`src/rtl/osc_seq_pkg.sv`:
```
package osc_seq_pkg;

    localparam logic [1:0]  SRC_XTL  = 2'd0;
    localparam logic [1:0]  SRC_BAD  = 2'd1;
    localparam logic [1:0]  SRC_RCT  = 2'd2;
    localparam logic [1:0]  SRC_RCR  = 2'd3;
    localparam logic [31:0] XCAL_KEY = 32'h6022_1413;

    typedef enum logic [4:0] {
        ST_IDLE,
        ST_HOLD,
        ST_R_PREP,
        ST_R_TRIM,
        ST_R_REL,
        ST_SW_HCLR,
        ST_SW_SEL,
        ST_SW_HSET,
        ST_R_CAL_GO,
        ST_R_CAL_WAIT,
        ST_R_CAL_WR,
        ST_X_PREP,
        ST_X_TRIM,
        ST_X_CHK,
        ST_X_KEY0,
        ST_X_KEY1,
        ST_X_WAIT,
        ST_X_EVAL,
        ST_X_REL,
        ST_DONE
    } seq_state_e;

endpackage

```
`src/rtl/osc_trim_pick.sv`:
```
module osc_trim_pick #(
    parameter int W = 28
) (
    input  logic         saved_vld,
    input  logic [W-1:0] saved_code,
    input  logic         fuse_vld,
    input  logic [W-1:0] fuse_code,
    output logic [W-1:0] code,
    output logic         use_dflt
);
    // Saved always-on code wins over fuse; neither means keep default.
    always_comb begin
        if (saved_vld) begin
            code     = saved_code;
            use_dflt = 1'b0;
        end else if (fuse_vld) begin
            code     = fuse_code;
            use_dflt = 1'b0;
        end else begin
            code     = '0;
            use_dflt = 1'b1;
        end
    end
endmodule

```
`src/rtl/xcal_check.sv`:
```
module xcal_check #(
    parameter int XW = 4
) (
    input  logic [XW+1:0] stat,
    input  logic [XW-1:0] max_trim,
    output logic          eng_done,
    output logic [XW-1:0] fin_trim,
    output logic          mismatch
);
    logic flag;

    assign eng_done = stat[0];
    assign fin_trim = stat[XW:1];
    assign flag     = stat[XW+1];

    // Flag high: trim must be below max. Flag low: trim must equal max.
    assign mismatch = flag ? (fin_trim >= max_trim) : (fin_trim != max_trim);
endmodule

```
`src/rtl/osc_seq_ctrl.sv`:
```
module osc_seq_ctrl
    import osc_seq_pkg::*;
#(
    parameter int RCW = 28,
    parameter int XW  = 4
) (
    input  logic           clk,
    input  logic           rst_n,
    input  logic           req_valid,
    input  logic [1:0]     req_src,
    input  logic [RCW-1:0] rc_pick_code,
    input  logic           rc_use_dflt,
    input  logic           rc_cal_done,
    input  logic [RCW-1:0] rc_cal_code,
    input  logic           xtl_saved_vld,
    input  logic           xtl_fuse_vld,
    input  logic [XW-1:0]  xtl_fuse_code,
    input  logic           xc_done,
    input  logic [XW-1:0]  xc_trim,
    input  logic           xc_err,
    output logic           busy,
    output logic           done,
    output logic [1:0]     sel_stat,
    output logic           cal_err,
    output logic           pwr_up_rc,
    output logic           pwr_up_xtl,
    output logic [1:0]     osc_readyb,
    output logic           rc_trim_wr,
    output logic [RCW:0]   rc_trim_word,
    output logic           xtl_trim_wr,
    output logic [XW:0]    xtl_trim_word,
    output logic           rc_cal_start,
    output logic           xcal_key_wr,
    output logic [31:0]    xcal_key_data,
    output logic           hold_clr,
    output logic           sel_wr,
    output logic [1:0]     sel_val,
    output logic           hold_set
);

    seq_state_e     state, state_nx;
    logic [1:0]     sel_q, tgt_q, step_q;
    logic           need_cal_q, err_q;
    logic [1:0]     rdyb_q;
    logic [RCW-1:0] cal_q;
    logic           acc;

    assign acc = (state == ST_IDLE) && req_valid && (req_src != SRC_BAD);

    // State register
    always_ff @(posedge clk or negedge rst_n) begin
        if (!rst_n) state <= ST_IDLE;
        else        state <= state_nx;
    end

    // Next-state logic
    always_comb begin
        state_nx = state;
        unique case (state)
            ST_IDLE: begin
                if (acc) begin
                    if (req_src == sel_q)        state_nx = ST_HOLD;
                    else if (req_src == SRC_RCR) state_nx = ST_SW_HCLR;
                    else if (req_src == SRC_RCT) state_nx = ST_R_PREP;
                    else if (sel_q == SRC_RCR)   state_nx = ST_R_PREP;
                    else                         state_nx = ST_X_PREP;
                end
            end
            ST_HOLD:       state_nx = ST_DONE;
            ST_R_PREP:     state_nx = ST_R_TRIM;
            ST_R_TRIM:     state_nx = ST_R_REL;
            ST_R_REL:      state_nx = ST_SW_HCLR;
            ST_SW_HCLR:    state_nx = ST_SW_SEL;
            ST_SW_SEL:     state_nx = ST_SW_HSET;
            ST_SW_HSET: begin
                if (step_q == SRC_RCT && need_cal_q)        state_nx = ST_R_CAL_GO;
                else if (step_q == SRC_RCT && tgt_q == SRC_XTL) state_nx = ST_X_PREP;
                else                                         state_nx = ST_DONE;
            end
            ST_R_CAL_GO:   state_nx = ST_R_CAL_WAIT;
            ST_R_CAL_WAIT: if (rc_cal_done) state_nx = ST_R_CAL_WR;
            ST_R_CAL_WR:   state_nx = (tgt_q == SRC_XTL) ? ST_X_PREP : ST_DONE;
            ST_X_PREP:     state_nx = ST_X_TRIM;
            ST_X_TRIM:     state_nx = ST_X_CHK;
            ST_X_CHK:      state_nx = xc_done ? ST_X_EVAL : ST_X_KEY0;
            ST_X_KEY0:     state_nx = ST_X_KEY1;
            ST_X_KEY1:     state_nx = ST_X_WAIT;
            ST_X_WAIT:     if (xc_done) state_nx = ST_X_EVAL;
            ST_X_EVAL:     state_nx = ST_X_REL;
            ST_X_REL:      state_nx = ST_SW_HCLR;
            ST_DONE:       state_nx = ST_IDLE;
            default:       state_nx = ST_IDLE;
        endcase
    end

    // Sequence context registers
    always_ff @(posedge clk or negedge rst_n) begin
        if (!rst_n) begin
            sel_q      <= SRC_RCR;
            tgt_q      <= SRC_RCR;
            step_q     <= SRC_RCR;
            need_cal_q <= 1'b0;
            err_q      <= 1'b0;
            rdyb_q     <= 2'b00;
            cal_q      <= '0;
        end else begin
            if (acc) begin
                tgt_q      <= req_src;
                step_q     <= (req_src == SRC_RCR) ? SRC_RCR : SRC_RCT;
                need_cal_q <= 1'b0;
                err_q      <= 1'b0;
            end
            case (state)
                ST_R_PREP:     rdyb_q[1] <= 1'b1;
                ST_R_TRIM:     need_cal_q <= rc_use_dflt;
                ST_R_REL:      rdyb_q[1] <= 1'b0;
                ST_SW_SEL:     sel_q <= step_q;
                ST_R_CAL_WAIT: if (rc_cal_done) cal_q <= rc_cal_code;
                ST_R_CAL_WR:   need_cal_q <= 1'b0;
                ST_X_PREP: begin
                    rdyb_q[0] <= 1'b1;
                    step_q    <= SRC_XTL;
                end
                ST_X_EVAL:     err_q <= xc_err;
                ST_X_REL:      rdyb_q[0] <= 1'b0;
                default: ;
            endcase
        end
    end

    // Output decode (Moore)
    logic rc_wr_pick, xtl_wr_fuse;
    assign rc_wr_pick  = (state == ST_R_TRIM) && !rc_use_dflt;
    assign xtl_wr_fuse = (state == ST_X_TRIM) && !xtl_saved_vld && xtl_fuse_vld;

    always_comb begin
        busy          = (state != ST_IDLE);
        done          = (state == ST_DONE);
        sel_stat      = sel_q;
        cal_err       = err_q;
        osc_readyb    = rdyb_q;
        pwr_up_rc     = (state == ST_R_PREP);
        pwr_up_xtl    = (state == ST_X_PREP);
        rc_cal_start  = (state == ST_R_CAL_GO);
        hold_clr      = (state == ST_SW_HCLR);
        sel_wr        = (state == ST_SW_SEL);
        sel_val       = step_q;
        hold_set      = (state == ST_SW_HSET) || (state == ST_HOLD);
        xcal_key_wr   = (state == ST_X_KEY0) || (state == ST_X_KEY1);
        xcal_key_data = (state == ST_X_KEY1) ? XCAL_KEY : 32'd0;
        rc_trim_wr    = rc_wr_pick || (state == ST_R_CAL_WR);
        rc_trim_word  = '0;
        if (state == ST_R_CAL_WR) rc_trim_word = {1'b1, cal_q};
        else if (rc_wr_pick)      rc_trim_word = {1'b1, rc_pick_code};
        xtl_trim_wr   = xtl_wr_fuse || (state == ST_X_EVAL);
        xtl_trim_word = '0;
        if (state == ST_X_EVAL)   xtl_trim_word = {1'b1, xc_trim};
        else if (xtl_wr_fuse)     xtl_trim_word = {1'b1, xtl_fuse_code};
    end

    // Assertions
    a_r2_match_hold_only: assert property (@(posedge clk) disable iff (!rst_n)
        (!busy && req_valid && req_src == sel_stat) |=> (hold_set && !hold_clr && !sel_wr));

    a_r3_no_raw_to_xtl: assert property (@(posedge clk) disable iff (!rst_n)
        (sel_wr && sel_val == SRC_XTL) |-> (sel_stat != SRC_RCR));

    a_r4_xtl_trim_ready: assert property (@(posedge clk) disable iff (!rst_n)
        xtl_trim_wr |-> osc_readyb[0]);

    a_r4_ready_released: assert property (@(posedge clk) disable iff (!rst_n)
        hold_clr |-> (osc_readyb == 2'b00));

    a_r7_key_after_zero: assert property (@(posedge clk) disable iff (!rst_n)
        (xcal_key_wr && xcal_key_data != 32'd0) |->
            ($past(xcal_key_wr) && $past(xcal_key_data) == 32'd0));

    a_r10_sel_after_clr: assert property (@(posedge clk) disable iff (!rst_n)
        sel_wr |-> $past(hold_clr));

    a_r10_hset_after_sel: assert property (@(posedge clk) disable iff (!rst_n)
        sel_wr |=> (hold_set && sel_stat == $past(sel_val)));

    a_r10_one_step: assert property (@(posedge clk) disable iff (!rst_n)
        $onehot0({hold_clr, sel_wr, hold_set}));

    a_r11_busy_from_req: assert property (@(posedge clk) disable iff (!rst_n)
        $rose(busy) |-> $past(req_valid));

endmodule

```
`src/rtl/osc_switch_seq.sv`:
```
module osc_switch_seq #(
    parameter int RC_TRIM_W  = 28,
    parameter int XTL_TRIM_W = 4
) (
    input  logic                  clk,
    input  logic                  rst_n,
    input  logic                  req_valid,
    input  logic [1:0]            req_src,
    output logic                  busy,
    output logic                  done,
    output logic [1:0]            sel_stat,
    output logic                  cal_err,
    input  logic                  rc_saved_vld,
    input  logic [RC_TRIM_W-1:0]  rc_saved_code,
    input  logic                  rc_fuse_vld,
    input  logic [RC_TRIM_W-1:0]  rc_fuse_code,
    input  logic                  rc_cal_done,
    input  logic [RC_TRIM_W-1:0]  rc_cal_code,
    input  logic                  xtl_saved_vld,
    input  logic                  xtl_fuse_vld,
    input  logic [XTL_TRIM_W-1:0] xtl_fuse_code,
    input  logic [XTL_TRIM_W+1:0] xcal_stat,
    input  logic [XTL_TRIM_W-1:0] xcal_max,
    output logic                  pwr_up_rc,
    output logic                  pwr_up_xtl,
    output logic [1:0]            osc_readyb,
    output logic                  rc_trim_wr,
    output logic [RC_TRIM_W:0]    rc_trim_word,
    output logic                  xtl_trim_wr,
    output logic [XTL_TRIM_W:0]   xtl_trim_word,
    output logic                  rc_cal_start,
    output logic                  xcal_key_wr,
    output logic [31:0]           xcal_key_data,
    output logic                  hold_clr,
    output logic                  sel_wr,
    output logic [1:0]            sel_val,
    output logic                  hold_set
);

    logic [RC_TRIM_W-1:0]  rc_pick_code;
    logic                  rc_use_dflt;
    logic                  xc_done;
    logic [XTL_TRIM_W-1:0] xc_trim;
    logic                  xc_err;

    osc_trim_pick #(.W(RC_TRIM_W)) u_rc_pick (
        .saved_vld (rc_saved_vld),
        .saved_code(rc_saved_code),
        .fuse_vld  (rc_fuse_vld),
        .fuse_code (rc_fuse_code),
        .code      (rc_pick_code),
        .use_dflt  (rc_use_dflt)
    );

    xcal_check #(.XW(XTL_TRIM_W)) u_xcheck (
        .stat    (xcal_stat),
        .max_trim(xcal_max),
        .eng_done(xc_done),
        .fin_trim(xc_trim),
        .mismatch(xc_err)
    );

    osc_seq_ctrl #(.RCW(RC_TRIM_W), .XW(XTL_TRIM_W)) u_ctrl (
        .clk          (clk),
        .rst_n        (rst_n),
        .req_valid    (req_valid),
        .req_src      (req_src),
        .rc_pick_code (rc_pick_code),
        .rc_use_dflt  (rc_use_dflt),
        .rc_cal_done  (rc_cal_done),
        .rc_cal_code  (rc_cal_code),
        .xtl_saved_vld(xtl_saved_vld),
        .xtl_fuse_vld (xtl_fuse_vld),
        .xtl_fuse_code(xtl_fuse_code),
        .xc_done      (xc_done),
        .xc_trim      (xc_trim),
        .xc_err       (xc_err),
        .busy         (busy),
        .done         (done),
        .sel_stat     (sel_stat),
        .cal_err      (cal_err),
        .pwr_up_rc    (pwr_up_rc),
        .pwr_up_xtl   (pwr_up_xtl),
        .osc_readyb   (osc_readyb),
        .rc_trim_wr   (rc_trim_wr),
        .rc_trim_word (rc_trim_word),
        .xtl_trim_wr  (xtl_trim_wr),
        .xtl_trim_word(xtl_trim_word),
        .rc_cal_start (rc_cal_start),
        .xcal_key_wr  (xcal_key_wr),
        .xcal_key_data(xcal_key_data),
        .hold_clr     (hold_clr),
        .sel_wr       (sel_wr),
        .sel_val      (sel_val),
        .hold_set     (hold_set)
    );

endmodule

```
`config.mk`:
```
export PLATFORM = sky130hd
export DESIGN_NAME = osc_switch_seq
export DESIGN_NICKNAME = d
export VERILOG_FILES = /design/src/rtl/osc_seq_pkg.sv /design/src/rtl/osc_trim_pick.sv /design/src/rtl/xcal_check.sv /design/src/rtl/osc_seq_ctrl.sv /design/src/rtl/osc_switch_seq.sv
export SDC_FILE = /design/constraint.sdc
export NUM_CORES = 1
export LEC_CHECK = 0
export ABC_AREA = 0
export BUFFER_PORTS_ARGS = -buffer_cell sky130_fd_sc_hd__buf_2
export CORE_MARGIN = 1.5
export CORE_UTILIZATION = 45
export DETAILED_ROUTE_END_ITERATION = 10
export GPL_TIMING_DRIVEN = 0
export PLACE_DENSITY = 0.85
export SKIP_CTS_REPAIR_TIMING = 1
export SYNTH_ARGS = -nofsm -noshare
export SYNTH_HDL_FRONTEND = slang
export SYNTH_HIERARCHICAL = 1
export SYNTH_SLANG_ARGS = --single-unit
```
`constraint.sdc`:
```
create_clock -name clk -period 1.9 [get_ports clk]
set_input_delay 0.38 -clock clk [delete_from_list [all_inputs] [get_ports clk]]
set_output_delay 0.38 -clock clk [all_outputs]
set_load 0.01 [all_outputs]
```
# After elaboration in Yosys (flattened, before gate mapping)
# Index checks and enable logic that the tools add are counted.
[op_classes]
addsub = 0
n_lt_le_gt_ge = 1
n_reduce_logical = 24
shift = 0
eq_ne = 29
muxes = 30
div_mod_pow = 0
n_bitwise = 0
multipliers = 0
[op_table]
columns = ["cell", "count"]
rows = [
  ["case mux 5 bit (18 select lines)", 1],
  ["2-to-1 mux 5 bit", 12],
  ["2-to-1 mux 29 bit", 2],
  ["2-to-1 mux 28 bit", 2],
  ["equality test 5 x 4 -> 1 bit (second input constant)", 8],
  ["2-to-1 mux 31 bit", 1],
  ["equality test 5 x 3 -> 1 bit (second input constant)", 4],
  ["equality test 5 bit (second input constant)", 4],
  ["equality test 5 x 2 -> 1 bit (second input constant)", 2],
  ["equality test 2 bit (second input constant)", 4],
  ["nonzero test 2 bit", 4],
  ["logical AND 1 bit", 7],
  ["2-to-1 mux 1 bit", 6],
  ["case mux 1 bit (2 select lines)", 3],
  ["equality test 5 x 1 -> 1 bit (second input constant)", 1],
  ["zero test 5 bit", 1],
  ["nonzero test 5 bit", 1],
  ["greater-or-equal comparator 4 bit", 1],
  ["logical OR 1 bit", 4],
  ["2-to-1 mux 2 bit", 2],
  ["2-to-1 mux 4 bit", 1],
  ["!= test 2 x 1 -> 1 bit (second input constant)", 2],
  ["!= test 2 bit (second input constant)", 2],
  ["!= test 4 bit", 1],
  ["other kinds (7)", 8],
]
[totals]
rom_bits = 0
mem_count = 0
wordCells = 93
ram_bits = 0
reg_bits = 43
in_bits = 108
latchBits = 0

# Longest topological paths before layout
# Gate-level depths: netlist (run 1).
[depth]
ltp_word = 7
depth_mapped = 6
ltp_nobuf = 6

# Modules after synthesis
# The synthesis (run 1) kept the hierarchy.
[modules_own_cells]
columns = ["mod", "cells_per_inst", "n_inst", "area_per_inst_um2"]
rows = [
  ["osc_seq_ctrl", 283, 1, 2820.2],
  ["osc_trim_pick", 40, 1, 312.8],
  ["xcal_check", 20, 1, 143.9],
]

# Least setup slack after synthesis (run 1)
# OpenSTA, ideal clock, no wires.
[synth_timing]
path_kind = "register to output"
startpoint = "register u_ctrl.state[2]"
endpoint = "output rc_trim_word[18]"
slack_ns = 0.063
t_arrival_ns = 1.457
stages_incl_launch_ff = 7
path_buffers = 3
cell_sequence = "dfrtp_1 or2_2 clkbuf_1 nor3_2 buf_4 buf_4 a22o_1"
[synth_between]
elab_chain_cells = 4
[synth_lines]
columns = ["item", "line", "source"]
rows = [
  ["from (decl)", "osc_seq_ctrl.sv:41", "seq_state_e state, state_nx;"],
  ["from (signal assigned)", "osc_seq_ctrl.sv:53", "else state <= state_nx;"],
  ["equality test 5 x 2 -> 1 bit", "osc_seq_ctrl.sv:133", "assign rc_wr_pick = (state == ST_R_TRIM) && !rc_use_dflt;"],
  ["logical AND 1 bit", "osc_seq_ctrl.sv:133", ""],
  ["2-to-1 mux 29 bit", "osc_seq_ctrl.sv:154", "else if (rc_wr_pick) rc_trim_word = {1'b1, rc_pick_code};"],
  ["2-to-1 mux 29 bit (*)", "osc_seq_ctrl.sv:153", "if (state == ST_R_CAL_WR) rc_trim_word = {1'b1, cal_q};"],
  ["to (decl)", "osc_switch_seq.sv:28", "output logic [RC_TRIM_W:0] rc_trim_word,"],
]
# Every way passes the cells marked *; elsewhere a longest branch is shown, timed or not.

# Final worst setup path (run 1)
[layout_timing]
startpoint = "register u_ctrl.state[2]"
endpoint = "output rc_trim_word[20]"
# The elaborated chain is that of the path after synthesis.

==> flow_summary.json, run 1 <==
{
  "dr.pass1.iters": 4,
  "whs_ns": 0.2317,
  "grt.total_usage": 0.2380,
  "relSlewSlack": 0.3588,
  "worstSetupPathType": "register to output pin",
  "num_vias": 3441,
  "core_um2": 6907,
  "hpwl_um": 7736,
  "row_count": 30,
  "grt_pass1_wl_um": 14500,
  "root_buffer": "clkbuf_8",
  "post_drt_wl_per_cell_um": 15.57,
  "timing.final.crit_period_ns": 2.164,
  "synth_edf_count": 0,
  "netlist_instances": 343,
  "htreeDepth": 2,
  "drc_errors": 0,
  "hold_path.class": "primary input to asynchronous set/reset pin",
  "cp_max_fo": 10,
  "synthToLayoutAreaGrowth_pct": 45.09,
  "swShare": 0.3952,
  "place.port_buffers": 167,
  "multi_input_area_um2": 1889,
  "maxCapViolCount": 0,
  "worst_pin_slew_ns": 0.9618,
  "fin_crit_sh": 1.139,
  "fillers": 602,
  "met1_usage": 0.3022,
  "power.switching_w": 0.002022,
  "p_leak_nw": 2.588,
  "endpoint_kind": "output pin",
  "synth_warnings": 6,
  "viasPerCell": 5.286,
  "synth_area_leaders": "dfrtp_1, a22o_1, buf_4",
  "die_area_um2": 7803,
  "synth_common_cells": "a22o_1, buf_4, dfrtp_1, mux2_1, nor2_1",
  "synth_top_area_cell": "dfrtp_1",
  "synthesis.area_um2": 3277,
  "violations": "setup timing",
  "start_util": 0.4745,
  "clkLatencyLatePin_ns": 0.29,
  "combPwrFrac": 0.520,
  "fp.dieH_um": 88.34,
  "cts_inserted_buffers": 5,
  "seq_area_um2": 1086,
  "synthFlopType": "dfrtp_1",
  "cts_tree": "yes",
  "peakVddDrop_v": 0.0006648,
  "outcome": "finished, violations left",
  "ys_types": 56,
  "required_ns": 1.52,
  "cts_sinks": 43,
  "antenna_left": 0,
  "grt-ovfl-total": 0,
  "nets": 666,
  "cp.arrival_ns": 1.78,
  "gr-usage-met2": 0.4212,
  "yosysMostFrequentCell": "a22o_1",
  "drt_wl_total_um": 10140,
  "path_clk_slew_ns": 0.09,
  "use_met3": 0.04478,
  "synth_top_area_frac": 0.2826,
  "async_flop_share": 1.000,
  "syn_avg_cell_area_um2": 9.554,
  "fin_skew_ns": 0.009347,
  "synth_seq_cells": 43,
  "p_int_w": 0.003094,
  "pwr-share-seq": 0.336,
  "antennaDiodeCount": 0,
  "cts_buffer_depth": 2,
  "p_per_area_nw_per_um2": 1076,
  "power_frac_clock": 0.145,
  "grt_max_degree": 44,
  "antenna_found_initial": 0,
  "rsz0062_at_grt": "true",
  "start_kind": "register",
  "setup_slack_ns": -0.2643,
  "drive_above_1_share": 0.5297,
  "fin_area_um2": 4755,
  "ios": 192,
  "place_area_um2": 4315,
  "finalSetupViolations": 47,
  "dr.first_iter.drc_count": 268,
  "die_w_um": 88.34,
  "yosysSeqAreaShare": 0.3307,
  "drv_slew": 0,
  "gr-max-usage-layer": "met2",
  "max_freq_mhz": 462.1,
  "hold_violations": 0,
  "first_global_vias": 3116,
  "globalplace.congestion": 0.9134
}
power groups by stage:
stage / combinational (W) / clock (W) / sequential, W
after floorplan: 0.00155 / 0 / 0.00165
after global placement: 0.00221 / 0 / 0.00168
after detailed placement: 0.00224 / 0 / 0.00171
after CTS: 0.00225 / 0.000757 / 0.00170
after global routing: 0.00288 / 0.000798 / 0.00177
final: 0.00266 / 0.000740 / 0.00172
through the flow:
step | cells | setup TNS, ns | setup WS, ns | utilization | power (W)
6_report | 651 | -8.464 | -0.2643 | 0.6884 | 0.005116
5_1_grt | 651 | -13.68 | -0.3788 | 0.6884 | 0.005441
4_1_cts | 636 | -20.09 | -0.6048 | 0.6418 | 0.004698
3_5_place_dp | 628 | -4.728 | -0.2728 | 0.6248 | 0.003948
3_3_place_gp | 628 | -4.889 | -0.2672 | 0.6248 | 0.003892
2_1_floorplan | 365 | 0 | 0.06284 | - | 0.003200
final timing paths:
kind / start / endpoint / slack, ns / cells past startpoint
max reg2reg: u_ctrl/state[1]$_DFFE_PN0P_ / u_ctrl/cal_q[15]$_DFFE_PN0P_ / 0.12 / 5
min reg2reg: u_ctrl/tgt_q[0]$_DFFE_PN1P_ / u_ctrl/tgt_q[0]$_DFFE_PN1P_ / 0.47 / 2
max: u_ctrl/state[2]$_DFFE_PN0P_ / rc_trim_word[20] / -0.26 / 5
min: rst_n / u_ctrl/cal_q[10]$_DFFE_PN0P_ / 0.23 / 1
max in group asynchronous: rst_n / u_ctrl/state[1]$_DFFE_PN0P_ / 1.00 / 1
min in group clk: rc_cal_code[19] / u_ctrl/cal_q[19]$_DFFE_PN0P_ / 0.29 / 2
final cells by class:
class	count	area share
Buffer	61	0.1055
Clock buffer	6	0.01737
Clock inverter	2	0.007368
Inverter	14	0.01105
Multi-Input combinational cell	246	0.3974
Sequential cell	43	0.2284
Tap cell	96	0.02526
Timing Repair Buffer	183	0.2076
critical path, cell delays in order, from the launching register on:
cell	delay, ns
dfrtp_1	0.43
nand2b_4	0.24
nor3_4	0.31
buf_4	0.24
a22o_1	0.15
buf_2	0.13
cell families after synthesis:
kind of cell | count (synthesis) | share of synthesized area
AOI/OAI and AO/OA | 112 | 0.2669
xor gates and xnor gates | 2 | 0.005347
adders and majority gates | 4 | 0.01527
buffers and inverters | 77 | 0.1508
DFF | 43 | 0.3307
muxes | 29 | 0.09966
other | 1 | 0.001144
and+or+nand+nor | 75 | 0.1302
layout by cell type (no fill, tap or decap), types with 6 or more instances in the layout:
| cell | netlist | final |
|---|---|---|
| a21oi_1 | 8 | 8 |
| o21ai_0 | 12 | 12 |
| buf_6 | 5 | 13 |
| clkbuf_8 | 0 | 6 |
| inv_1 | 14 | 14 |
| a22o_1 | 58 | 58 |
| buf_2 | 14 | 170 |
| nand2_1 | 13 | 11 |
| nor2_1 | 17 | 12 |
| dfrtp_1 | 37 | 35 |
| mux2_1 | 20 | 20 |
| buf_4 | 40 | 56 |
| dfstp_2 | 6 | 6 |
| nor3_1 | 7 | 6 |
| conb_1 | 1 | 23 |
| mux2_2 | 9 | 9 |
metal layers:
layer,vias to the layer above,routed length (um),part of all wire
li1,1636,-,-
met1,1642,4014,0.40
met2,145,5318,0.52
met3,18,667,0.066
met4,0,136,0.013
met5,-,0,0
sequential cells by signal, indices dropped and copies added (netlist names):
| name | cells |
|---|---|
| u_ctrl/tgt_q | 2 |
| u_ctrl/state | 5 |
| u_ctrl/osc_readyb | 2 |
| u_ctrl/sel_stat | 2 |
| u_ctrl/cal_q | 28 |
| u_ctrl/cal_err | 1 |
| u_ctrl/sel_val | 2 |
| u_ctrl/need_cal_q | 1 |
Note: power is estimated with default switching activity, not from simulation.
==> run 2: changes to the inputs <==
--- a/config.mk
+++ b/config.mk
@@ -5,10 +5,10 @@
 export SDC_FILE = /design/constraint.sdc
 export NUM_CORES = 1
 export LEC_CHECK = 0
-export ABC_AREA = 0
+export ABC_AREA = 1
 export BUFFER_PORTS_ARGS = -buffer_cell sky130_fd_sc_hd__buf_2
 export CORE_MARGIN = 1.5
-export CORE_UTILIZATION = 45
+export CORE_UTILIZATION = 46
 export DETAILED_ROUTE_END_ITERATION = 10
 export GPL_TIMING_DRIVEN = 0
 export PLACE_DENSITY = 0.85
==> flow_summary.json, run 2 <==
{
  "top_regs": "u_ctrl/cal_q x28, u_ctrl/state x5",
  "r2r_cells": 10,
  "fillers": 673,
  "relSlewSlack": 0.3538,
  "num_vias": 4197,
  "synth_edf_count": 0,
  "viasPerCell": 4.961,
  "combPwrFrac": 0.538,
  "cp_slowest_cell": "dfrtp_1",
  "ys_types": 30,
  "timing.final.crit_period_ns": 2.161,
  "synthXorXnorAreaFrac": 0,
  "violations": "setup timing",
  "antenna_left": 0,
  "cts_tree": "yes",
  "hold_path.class": "primary input to asynchronous set/reset pin",
  "critPathTopFamily": "buffers and inverters",
  "die_w_um": 89.98,
  "mostFrequentLayoutCells": "buf_2, nand2_1, nand3_1",
  "synth_compound_area_frac": 0.1151,
  "grt_max_degree": 44,
  "nets": 858,
  "synth_top_family_by_area": "simple AND/OR/NAND/NOR gates",
  "synthFlopType": "dfrtp_1",
  "p_leak_nw": 2.966,
  "post_drt_wl_per_cell_um": 13.29,
  "power_frac_clock": 0.144,
  "power.switching_w": 0.002181,
  "start_util": 0.4772,
  "cts_buffer_depth": 2,
  "worstSetupPathType": "register to output pin",
  "max_freq_mhz": 462.8,
  "dr.first_iter.drc_count": 273,
  "cts_sinks": 43,
  "clkLatencyLatePin_ns": 0.30,
  "netlist_instances": 529,
  "cts_inserted_buffers": 5,
  "root_buffer": "clkbuf_8",
  "outcome": "finished, violations left",
  "yosysMostFrequentCell": "nand2_1",
  "rsz0062_at_grt": "true",
  "fin_skew_ns": 0.008911,
  "antennaDiodeCount": 0,
  "synth_seq_cells": 43,
  "first_global_vias": 3874,
  "synth_area_leaders": "dfrtp_1, nand2_1, nand3_1",
  "p_per_area_nw_per_um2": 1015,
  "largest_reg_flops": 28,
  "syn_avg_cell_area_um2": 6.578,
  "cp.arrival_ns": 1.78,
  "synthesis.area_um2": 3480,
  "utilization": 0.6882,
  "htreeDepth": 2,
  "maxCapViolCount": 0,
  "grt_pass1_wl_um": 17370,
  "layout_commonest_cell": "buf_2",
  "hold_violations": 0,
  "drive_above_1_share": 0.4284,
  "row_count": 31,
  "grt.total_usage": 0.2576,
  "cp_num_buf_inv": 4,
  "cpPeakStageDelay_ns": 0.38,
  "dr.pass1.iters": 5,
  "synth_warnings": 6,
  "pwr-share-seq": 0.318,
  "finalSetupViolations": 47,
  "yosysSeqAreaShare": 0.3114,
  "ios": 192,
  "synth_mux_area_frac": 0,
  "path_clk_slew_ns": 0.09,
  "synth_common_cells": "nand2_1, nand3_1, o21ai_0, inv_1, buf_4",
  "cp_max_fo": 7,
  "synthAdderAreaFrac": 0.01438,
  "antenna_found_initial": 0,
  "core_um2": 7292,
  "synth-simple-area-share": 0.3524,
  "synth_top_area_cell": "dfrtp_1",
  "p_int_w": 0.002914,
  "synth_top_area_frac": 0.2661,
  "fin_crit_sh": 1.137,
  "synthToLayoutAreaGrowth_pct": 44.23,
  "die_area_um2": 8096,
  "globalplace.congestion": 0.9255,
  "crit_cells": 9,
  "drc_errors": 0,
  "required_ns": 1.52,
  "worst_pin_slew_ns": 0.9694,
  "endpoint_kind": "output pin",
  "placed_cells": 816,
  "drt_wl_total_um": 11250,
  "swShare": 0.4281,
  "async_flop_share": 1.000,
  "setup_slack_ns": -0.2609,
  "grt-ovfl-total": 0,
  "finish.cell_count_without_fillers": 846,
  "hpwl_um": 8423,
  "peakVddDrop_v": 0.0005228,
  "fp.dieH_um": 89.98,
  "drv_slew": 0,
  "top_register": "u_ctrl/cal_q",
  "place.port_buffers": 166,
  "start_kind": "register",
  "crit_chain": "buf_6 > nor2_4 > nand2_2 > nor2_4 > buf_6 > clkbuf_16 > nand3_1 > o21ai_1 > buf_2"
}
==> run 2: final timing paths <==
kind                                             start                             to  slack [ns]
setup / recovery           u_ctrl/state[2]$_DFFE_PN0P_               rc_trim_word[22]       -0.26
hold / removal                                   rst_n   u_ctrl/cal_q[22]$_DFFE_PN0P_        0.22
setup reg to reg           u_ctrl/state[2]$_DFFE_PN0P_  u_ctrl/need_cal_q$_DFFE_PN0P_        0.13
hold reg to reg            u_ctrl/tgt_q[0]$_DFFE_PN1P_    u_ctrl/tgt_q[0]$_DFFE_PN1P_        0.49
max in group asynchronous                        rst_n    u_ctrl/state[3]$_DFFE_PN0P_        1.00
min in group clk                       rc_cal_code[16]   u_ctrl/cal_q[16]$_DFFE_PN0P_        0.28
==> run 2: worst reg2reg max path: stages, from the launching register on <==
cell and delay [ns]:
dfrtp_1 0.38, buf_6 0.14, nor2_4 0.12, buf_4 0.13, buf_4 0.10, buf_4 0.12, nand3_2 0.12, nor2_4 0.15
nand2_1 0.18, nand4_1 0.14, o21ai_0 0.09
==> run 2: metal layers <==
| metal | up-vias | wire [um] | GRT usage |
|---|---|---|---|
| met1 | 1894 | 4631 | 0.3280 |
| met5 | - | 0 | 0 |
| li1 | 2064 | - | - |
| met2 | 207 | 5553 | 0.4427 |
| met3 | 32 | 745 | 0.04061 |
| met4 | 0 | 317 | 0.09127 |
==> run 2: power by group through the flow <==
stage | logic (W) | clock network [W] | registers [W]
3_3_place_gp | 0.00213 | 0 | 0.00157
3_5_place_dp | 0.00217 | 0 | 0.00158
4_1_cts | 0.00218 | 0.000750 | 0.00157
6_report | 0.00274 | 0.000735 | 0.00162
5_1_grt | 0.00302 | 0.000786 | 0.00167
2_1_floorplan | 0.00144 | 0 | 0.00157
==> run 2: cell type report <==
class | instances | area (um2) | area share
multi-input cells | 378 | 1912 | 0.3810
flip-flops and latches | 43 | 1089 | 0.2169
repair buffers | 189 | 1031 | 0.2054
plain buffers | 62 | 494.2 | 0.09848
inverters | 67 | 256.5 | 0.05111
well taps | 99 | 123.9 | 0.02468
clock buffers | 5 | 68.82 | 0.01371
clock inverters | 3 | 43.79 | 0.008726
==> run 2: metrics by stage <==
step	TNS [ns]	hold slack, ns	instance area (um2)	power, W	worst slack, ns
after global routing	-12.38	0.2846	5019	0.005477	-0.3469
after floorplan	0	0.08441	3562	0.003007	0.1085
after global placement	-4.210	0.4541	4517	0.003698	-0.1933
after detailed placement	-4.443	0.4649	4517	0.003748	-0.2302
final	-7.899	0.2243	5019	0.005095	-0.2609
after CTS	-20.27	0.2651	4629	0.004491	-0.5230
==> run 2: kinds of logic (layout without fill, tap and decap cells) <==
kind of cell,after synthesis,in the layout
compound gates,78,78
fa+ha+maj,4,4
buf+inv,130,326
flops,43,43
other cells,1,23
simple gates,273,273
